File: src/rtl/tx_flow_gate_pkg.sv
package tx_flow_gate_pkg;

    localparam int unsigned NUM_PINS = 2;
    localparam int unsigned PIN_CTS  = 0;
    localparam int unsigned PIN_DSR  = 1;

    typedef struct packed {
        logic permit;
    } gate_state_t;

    typedef struct packed {
        logic pend;
    } irq_state_t;

endpackage

File: src/rtl/tx_flow_sync.sv
module tx_flow_sync #(
    parameter int unsigned STAGES = 2
) (
    input  logic clk,
    input  logic rst_n,
    input  logic pin_raw,
    output logic pin_sync,
    output logic pin_prev
);

    localparam int unsigned CHAIN = STAGES + 1;

    logic [CHAIN-1:0] chain_d, chain_q;

    always_comb begin
        chain_d = {chain_q[CHAIN-2:0], pin_raw};
    end

    always_ff @(posedge clk or negedge rst_n) begin
        if (!rst_n) begin
            chain_q <= '1;
        end else begin
            chain_q <= chain_d;
        end
    end

    assign pin_sync = chain_q[STAGES-1];
    assign pin_prev = chain_q[STAGES];

    initial begin
        AST_SYNC_DEPTH: assert (STAGES >= 2);
    end

endmodule

File: src/rtl/tx_flow_irq.sv
module tx_flow_irq
    import tx_flow_gate_pkg::*;
(
    input  logic clk,
    input  logic rst_n,
    input  logic edge_ev,
    input  logic irq_en,
    input  logic irq_clr,
    output logic pend
);

    irq_state_t st_d, st_q;

    always_comb begin
        st_d = st_q;
        if (irq_clr) begin
            st_d.pend = 1'b0;
        end
        if (edge_ev && irq_en) begin
            st_d.pend = 1'b1;
        end
    end

    always_ff @(posedge clk or negedge rst_n) begin
        if (!rst_n) begin
            st_q <= '0;
        end else begin
            st_q <= st_d;
        end
    end

    assign pend = st_q.pend;

    AST_IRQ_NEEDS_EN: assert property (@(posedge clk) disable iff (!rst_n)
        $rose(st_q.pend) |-> $past(irq_en));
    AST_IRQ_NEEDS_EDGE: assert property (@(posedge clk) disable iff (!rst_n)
        $rose(st_q.pend) |-> $past(edge_ev));
    AST_IRQ_STICKY: assert property (@(posedge clk) disable iff (!rst_n)
        st_q.pend && !irq_clr |=> st_q.pend);
    AST_IRQ_FALL_ON_CLR: assert property (@(posedge clk) disable iff (!rst_n)
        $fell(st_q.pend) |-> $past(irq_clr));

endmodule

File: src/rtl/tx_flow_gate.sv
module tx_flow_gate
    import tx_flow_gate_pkg::*;
#(
    parameter int unsigned SYNC_STAGES = 2
) (
    input  logic clk,
    input  logic rst_n,
    input  logic cts_n,
    input  logic dsr_n,
    input  logic watch_dsr,
    input  logic auto_gate,
    input  logic ext_en,
    input  logic line_irq_en,
    input  logic tx_start,
    input  logic tx_busy,
    input  logic irq_clr,
    output logic tx_permit,
    output logic tx_load,
    output logic mdm_irq
);

    logic [NUM_PINS-1:0] pin_raw;
    logic [NUM_PINS-1:0] pin_sync;
    logic [NUM_PINS-1:0] pin_prev;

    assign pin_raw[PIN_CTS] = cts_n;
    assign pin_raw[PIN_DSR] = dsr_n;

    for (genvar gi = 0; gi < NUM_PINS; gi++) begin : g_pin
        tx_flow_sync #(.STAGES(SYNC_STAGES)) u_sync (
            .clk      (clk),
            .rst_n    (rst_n),
            .pin_raw  (pin_raw[gi]),
            .pin_sync (pin_sync[gi]),
            .pin_prev (pin_prev[gi])
        );
    end

    logic watched_lvl;
    logic watched_edge;

    always_comb begin
        if (watch_dsr) begin
            watched_lvl  = pin_sync[PIN_DSR];
            watched_edge = pin_sync[PIN_DSR] ^ pin_prev[PIN_DSR];
        end else begin
            watched_lvl  = pin_sync[PIN_CTS];
            watched_edge = pin_sync[PIN_CTS] ^ pin_prev[PIN_CTS];
        end
    end

    gate_state_t st_d, st_q;

    always_comb begin
        st_d = st_q;
        if (!tx_busy) begin
            st_d.permit = ~watched_lvl;
        end
    end

    always_ff @(posedge clk or negedge rst_n) begin
        if (!rst_n) begin
            st_q <= '0;
        end else begin
            st_q <= st_d;
        end
    end

    assign tx_permit = ~auto_gate | st_q.permit;
    assign tx_load   = tx_start & ~tx_busy & tx_permit;

    tx_flow_irq u_irq (
        .clk     (clk),
        .rst_n   (rst_n),
        .edge_ev (watched_edge),
        .irq_en  (line_irq_en & ext_en),
        .irq_clr (irq_clr),
        .pend    (mdm_irq)
    );

    AST_HOLD_WHILE_BUSY: assert property (@(posedge clk) disable iff (!rst_n)
        tx_busy |=> $stable(st_q.permit));
    AST_RESUME_NEEDS_LOW: assert property (@(posedge clk) disable iff (!rst_n)
        $rose(st_q.permit) |-> $past(!watched_lvl));
    AST_SUSPEND_NEEDS_HIGH: assert property (@(posedge clk) disable iff (!rst_n)
        $fell(st_q.permit) |-> $past(watched_lvl && !tx_busy));

endmodule

File: config.mk
export PLATFORM = sky130hd
export DESIGN_NAME = tx_flow_gate
export DESIGN_NICKNAME = d
export VERILOG_FILES = /design/src/rtl/tx_flow_gate_pkg.sv /design/src/rtl/tx_flow_sync.sv /design/src/rtl/tx_flow_irq.sv /design/src/rtl/tx_flow_gate.sv
export SDC_FILE = /design/constraint.sdc
export NUM_CORES = 1
export LEC_CHECK = 0
export BUFFER_PORTS_ARGS = -buffer_cell sky130_fd_sc_hd__buf_2
export CORE_AREA = 2 2 39 41
export DETAILED_ROUTE_END_ITERATION = 8
export DIE_AREA = 0 0 41 43
export PLACE_DENSITY = 0.54
export SLEW_MARGIN = 20
export SYNTH_ARGS = -nofsm -noshare
export SYNTH_HDL_FRONTEND = slang
export SYNTH_SLANG_ARGS = --single-unit
File: constraint.sdc
create_clock -name clk -period 1.36 [get_ports clk]
set_input_delay 0.272 -clock clk [delete_from_list [all_inputs] [get_ports clk]]
set_output_delay 0.272 -clock clk [all_outputs]
set_load 0.1 [all_outputs]
# Yosys cells after proc, flatten, opt, wreduce, memory -nomap -nowiden
# Cells that the tools add are included.
[word_totals]
reg_bits = 8
input_bits = 11
output_inout_bits = 3
wordCells = 19
[op_classes]
n_mux = 4
bitwise_logic = 9
reduce_logical = 2
[ops]
columns = ["op", "count"]
rows = [
  ["two-way mux 1 bit", 4],
  ["AND 1 bit", 3],
  ["NOT 1 bit", 3],
  ["nonzero test 2 bit", 1],
  ["XOR 1 bit", 2],
  ["logical AND 1 bit", 1],
  ["OR 1 bit", 1],
]

# Depth between registers and ports, before layout
[depth]
depth_word = 4
depth_mapped = 3
depth_no_buf = 3

# Cells and area by module
# From an unflattened synthesis, not the netlist that was laid out.
[hier_totals]
cells_unflattened = 20
area_unflattened_um2 = 300.3
[modules_own_cells]
columns = ["module", "n_inst", "cells_each", "area_each_um2", "seq_area_each_um2"]
rows = [
  ["tx_flow_sync", 2, 3, 78.8, 78.8],
  ["tx_flow_gate", 1, 10, 101.3, 25.0],
  ["tx_flow_irq", 1, 4, 41.3, 25.0],
]

# Least setup slack after synthesis
# OpenSTA, ideal clock, no wires.
[synth_path]
path_kind = "flip-flop to output port"
from = "register st_q"
to = "output tx_load"
arrival_ns = 2.010
required_time_ns = 1.088
slack_ns = -0.922
stages_incl_launch_ff = 3
n_path_buf = 0
path_cell_list = "dfrtp_1 nand2b_1 and3b_1"
[synth_via]
elab_chain_len = 2
[synth_lines]
columns = ["item", "line", "rtl"]
rows = [
  ["start: declaration", "tx_flow_gate.sv:52", "gate_state_t st_d, st_q;"],
  ["start signal: assignment", "tx_flow_gate.sv:65", "st_q <= st_d;"],
  ["OR 1 bit", "tx_flow_gate.sv:69", "assign tx_permit = ~auto_gate | st_q.permit;"],
  ["via tx_permit", "tx_flow_gate.sv:17", "output logic tx_permit,"],
  ["AND 1 bit", "tx_flow_gate.sv:70", "assign tx_load = tx_start & ~tx_busy & tx_permit;"],
  ["end: declaration", "tx_flow_gate.sv:18", "output logic tx_load,"],
]
# The timed path passes the listed nets, and every way through them passes these cells.

# Worst setup path after layout
[layout_path]
from = "register st_q"
to = "output tx_load"
[layout_via]
elab_chain_len = 2
[layout_lines]
columns = ["item", "line"]
rows = [
  ["OR 1 bit", "tx_flow_gate.sv:69"],
  ["AND 1 bit", "tx_flow_gate.sv:70"],
]
# No other way between the ends.

==> reports/metrics.csv <==
metric,value,unit
Final Max Tran Viols,0,
Least-Margin Pin Slew,487.7,ps
Clock Power Share,32.4,%
relative slew slack,67.71,%
Vias,228,
PD cells,1279,mW/mm^2
worst hold slack,123.4,ps
routability cong.,0.5431,
leakage,0.2142,nW
Worst Slack Setup Final,-39.00,ps
DR DRC count,0,
CP max-delay cell,dfrtp_1,
# rows,14,
kind of start point of the critical path,flop,
first drt pass iteration count,2,
core area,0.001384,mm^2
DR WL/cell,9.685,um
violated checks,setup timing,
share of the synthesized area in the top cell type,52.50,%
Clock Sink Count,8,
final wirelength,523,um
GR Overflow Total,0,
Via density,4.222,
Setup Viol. Count Final,1,
worst setup path startpoint,st_q,
Post-CTS Resized,0,
period utilization,102.9,%
die height,43,um
worst path cell trace,nand2b_4 -> and3b_4 -> buf_12,
CTS tree,yes,
number of fill cells in the layout,144,
Synth Area in Simple Gates,11.67,%
synthesized flop and latch total,8,
CTS Buf Count,3,
largest fanout on the critical path,2,
CP Data Required Time,1090,ps
starting density of the core,21.70,%
antenna cell count,0,
"Distinct cells, synth",11,
finished layout cell area,470.5,um^2
area of the multi-input gates,103.9,um^2
Syn Nets,30,
largest family of logic cells by synthesized area,simple AND/OR/NAND/NOR gates,
Seq. cell area,207.7,um^2
"slowest stage delay, CP",370,ps
Fin Setup TNS,-39.00,ps
dpl ws,219.0,ps
post-synthesis xor/xnor area fraction,5.833,%
first-pass GRT wire length,807,um
clock root buffer,clkbuf_4,
pin count of the biggest net entering global routing,9,
Worst Setup End Kind,output port,
minimum clock period,1399,ps
sequential share of the synthesized area,69.17,%
final hold violations,0,
kind of critical path,reg2out,
I/O pins,14,
Post-Synth Adder-Cell Area,0,%
fraction of layout cells with a size suffix above 1,73.68,%
status,"finished, violations left",
1st-iter DRT viols,2,
clock-pin slew on the worst setup and hold paths,60,ps
internal power,0.4278,mW
FF-to-FF path depth,3,
fin nets,50,
HP Class,in2reg,
Compound-Gate Fraction of Synth Area,8.333,%
mux cell area share after synthesis,5.000,%
Mapped Cells,19,
Routed Antenna Nets,0,
worst reg2reg path endpoint,u_irq.pend,
full die area,0.001763,mm^2
r2r setup slk,370,ps
CTS Buffer Depth,2,
switching power,0.1740,mW
input/output buffers,13,
Fin Clk Skew,10.60,ps
Tot GR Track Use,7.426,%
Ys Warns,0,
vias in the first global route,229,
sequential power share,44.6,%
FMAX,714.8,MHz
Mapped Area,300.3,um^2
Area contributors post-synth,"dfstp_2, dfrtp_1, o311ai_2, mux2_4, nand2b_1",
maximum vdd drop,0.6447,mV
Sw Ratio,28.92,%
syn avg cell area,15.80,um^2
Die X,41,um
dpl cell area,426.7,um^2
worst reg2reg startpoint,g_pin[1].u_sync.chain_q[1],
initial antenna violation count,0,
crit path DAT,1130,ps
Comb pwr share,23.0,%
max-cap viol count,0,
RSZ-0062 raised after global routing,true,
Clock Latency Late Sink,260,ps
htree depth,1,
CP Capture Point,tx_load,
hpwl dp,407.7,um
"Power, Total",0.6019,mW
largest area contributor in the netlist,dfstp_2,
Syn-to-layout area delta,56.67,%
-- layout by cell type, fill, tap and decap left out --
cell type	synthesis	final
dfrtp_1	2	2
o311ai_2	1	1
nand2_1	2	2
and3b_4	0	1
mux2_4	1	1
buf_12	0	2
clkbuf_4	0	3
xor2_1	1	1
dlygate4sd3_1	0	1
nand4_1	1	1
dfstp_2	6	6
nand2b_1	2	1
nand2b_4	0	1
o21ai_2	1	1
clkbuf_1	0	1
buf_4	0	1
xnor2_1	1	1
buf_2	0	11
-- per-layer routing --
| layer | global-route usage, % | vias to the layer above | part of all wire [%] |
|---|---|---|---|
| met2 | 11.25 | 18 | 45 |
| met3 | 6.283 | 0 | 17 |
| met1 | 6.376 | 106 | 38 |
| li1 | - | 104 | - |
| met5 | 0 | - | 0 |
| met4 | 4.000 | 0 | 0 |
-- worst max-delay path: cells and delay by family (launching register included) --
kind	cells	cell delay [ps]
DFF	1	370
and+or+nand+nor	2	330
buffers and inverters	1	160
-- state kept, by name, summed over array words and instances, names as in the netlist --
name	flops
g_pin.u_sync.chain_q	6
st_q	1
u_irq.pend	1
-- stage by stage --
step	utilization, %	instances
2_1_floorplan	-	19
3_3_place_gp	30.83	48
3_5_place_dp	30.83	48
4_1_cts	34.00	54
5_1_grt	34.00	54
6_report	34.00	54
-- cell families after synthesis --
| logic type | after synthesis |
|---|---|
| simple gates | 6 |
| compound gates | 2 |
| xor+xnor | 2 |
| flops | 8 |
| mux | 1 |
-- power groups by stage --
stage | clock network (mW) | logic, mW | registers [mW]
2_1_floorplan | 0 | 0.0600 | 0.296
3_3_place_gp | 0 | 0.130 | 0.272
3_5_place_dp | 0 | 0.133 | 0.273
4_1_cts | 0.208 | 0.140 | 0.269
5_1_grt | 0.220 | 0.146 | 0.270
6_report | 0.195 | 0.138 | 0.269
-- Yosys cell counts --
cell and number:
nand4_1 1, o21ai_2 1, nand2b_1 2, o311ai_2 1, nand2_1 2, dfrtp_1 2, and3b_1 1, dfstp_2 6
mux2_4 1, xnor2_1 1, xor2_1 1
-- cell type report --
type / count / area share, %
clock buffer: 4 / 5.585
multi-input combinational: 11 / 22.07
sequential: 8 / 44.15
tap: 16 / 4.255
timing repair buffer: 15 / 23.94
-- worst min-delay path by stage --
stage,slack [ps],startpoint,end,cells after the start
detailed placement,120,rst_n,st_q,1
finish,120,dsr_n,g_pin[1].u_sync.chain_q[0],1
global route,100,dsr_n,g_pin[1].u_sync.chain_q[0],1
CTS,110,dsr_n,g_pin[1].u_sync.chain_q[0],1
floorplan,-20,rst_n,st_q,0
global placement,110,rst_n,u_irq.pend,1
-- repair_timing --
action	in CTS	in global routing
buffers inserted	1	0
hold buffers	1	0
setup endpoints to repair	1	1
pin swaps	1	0
endpoints found under the hold margin	2	0
Note: power is estimated with default switching activity, not from simulation.
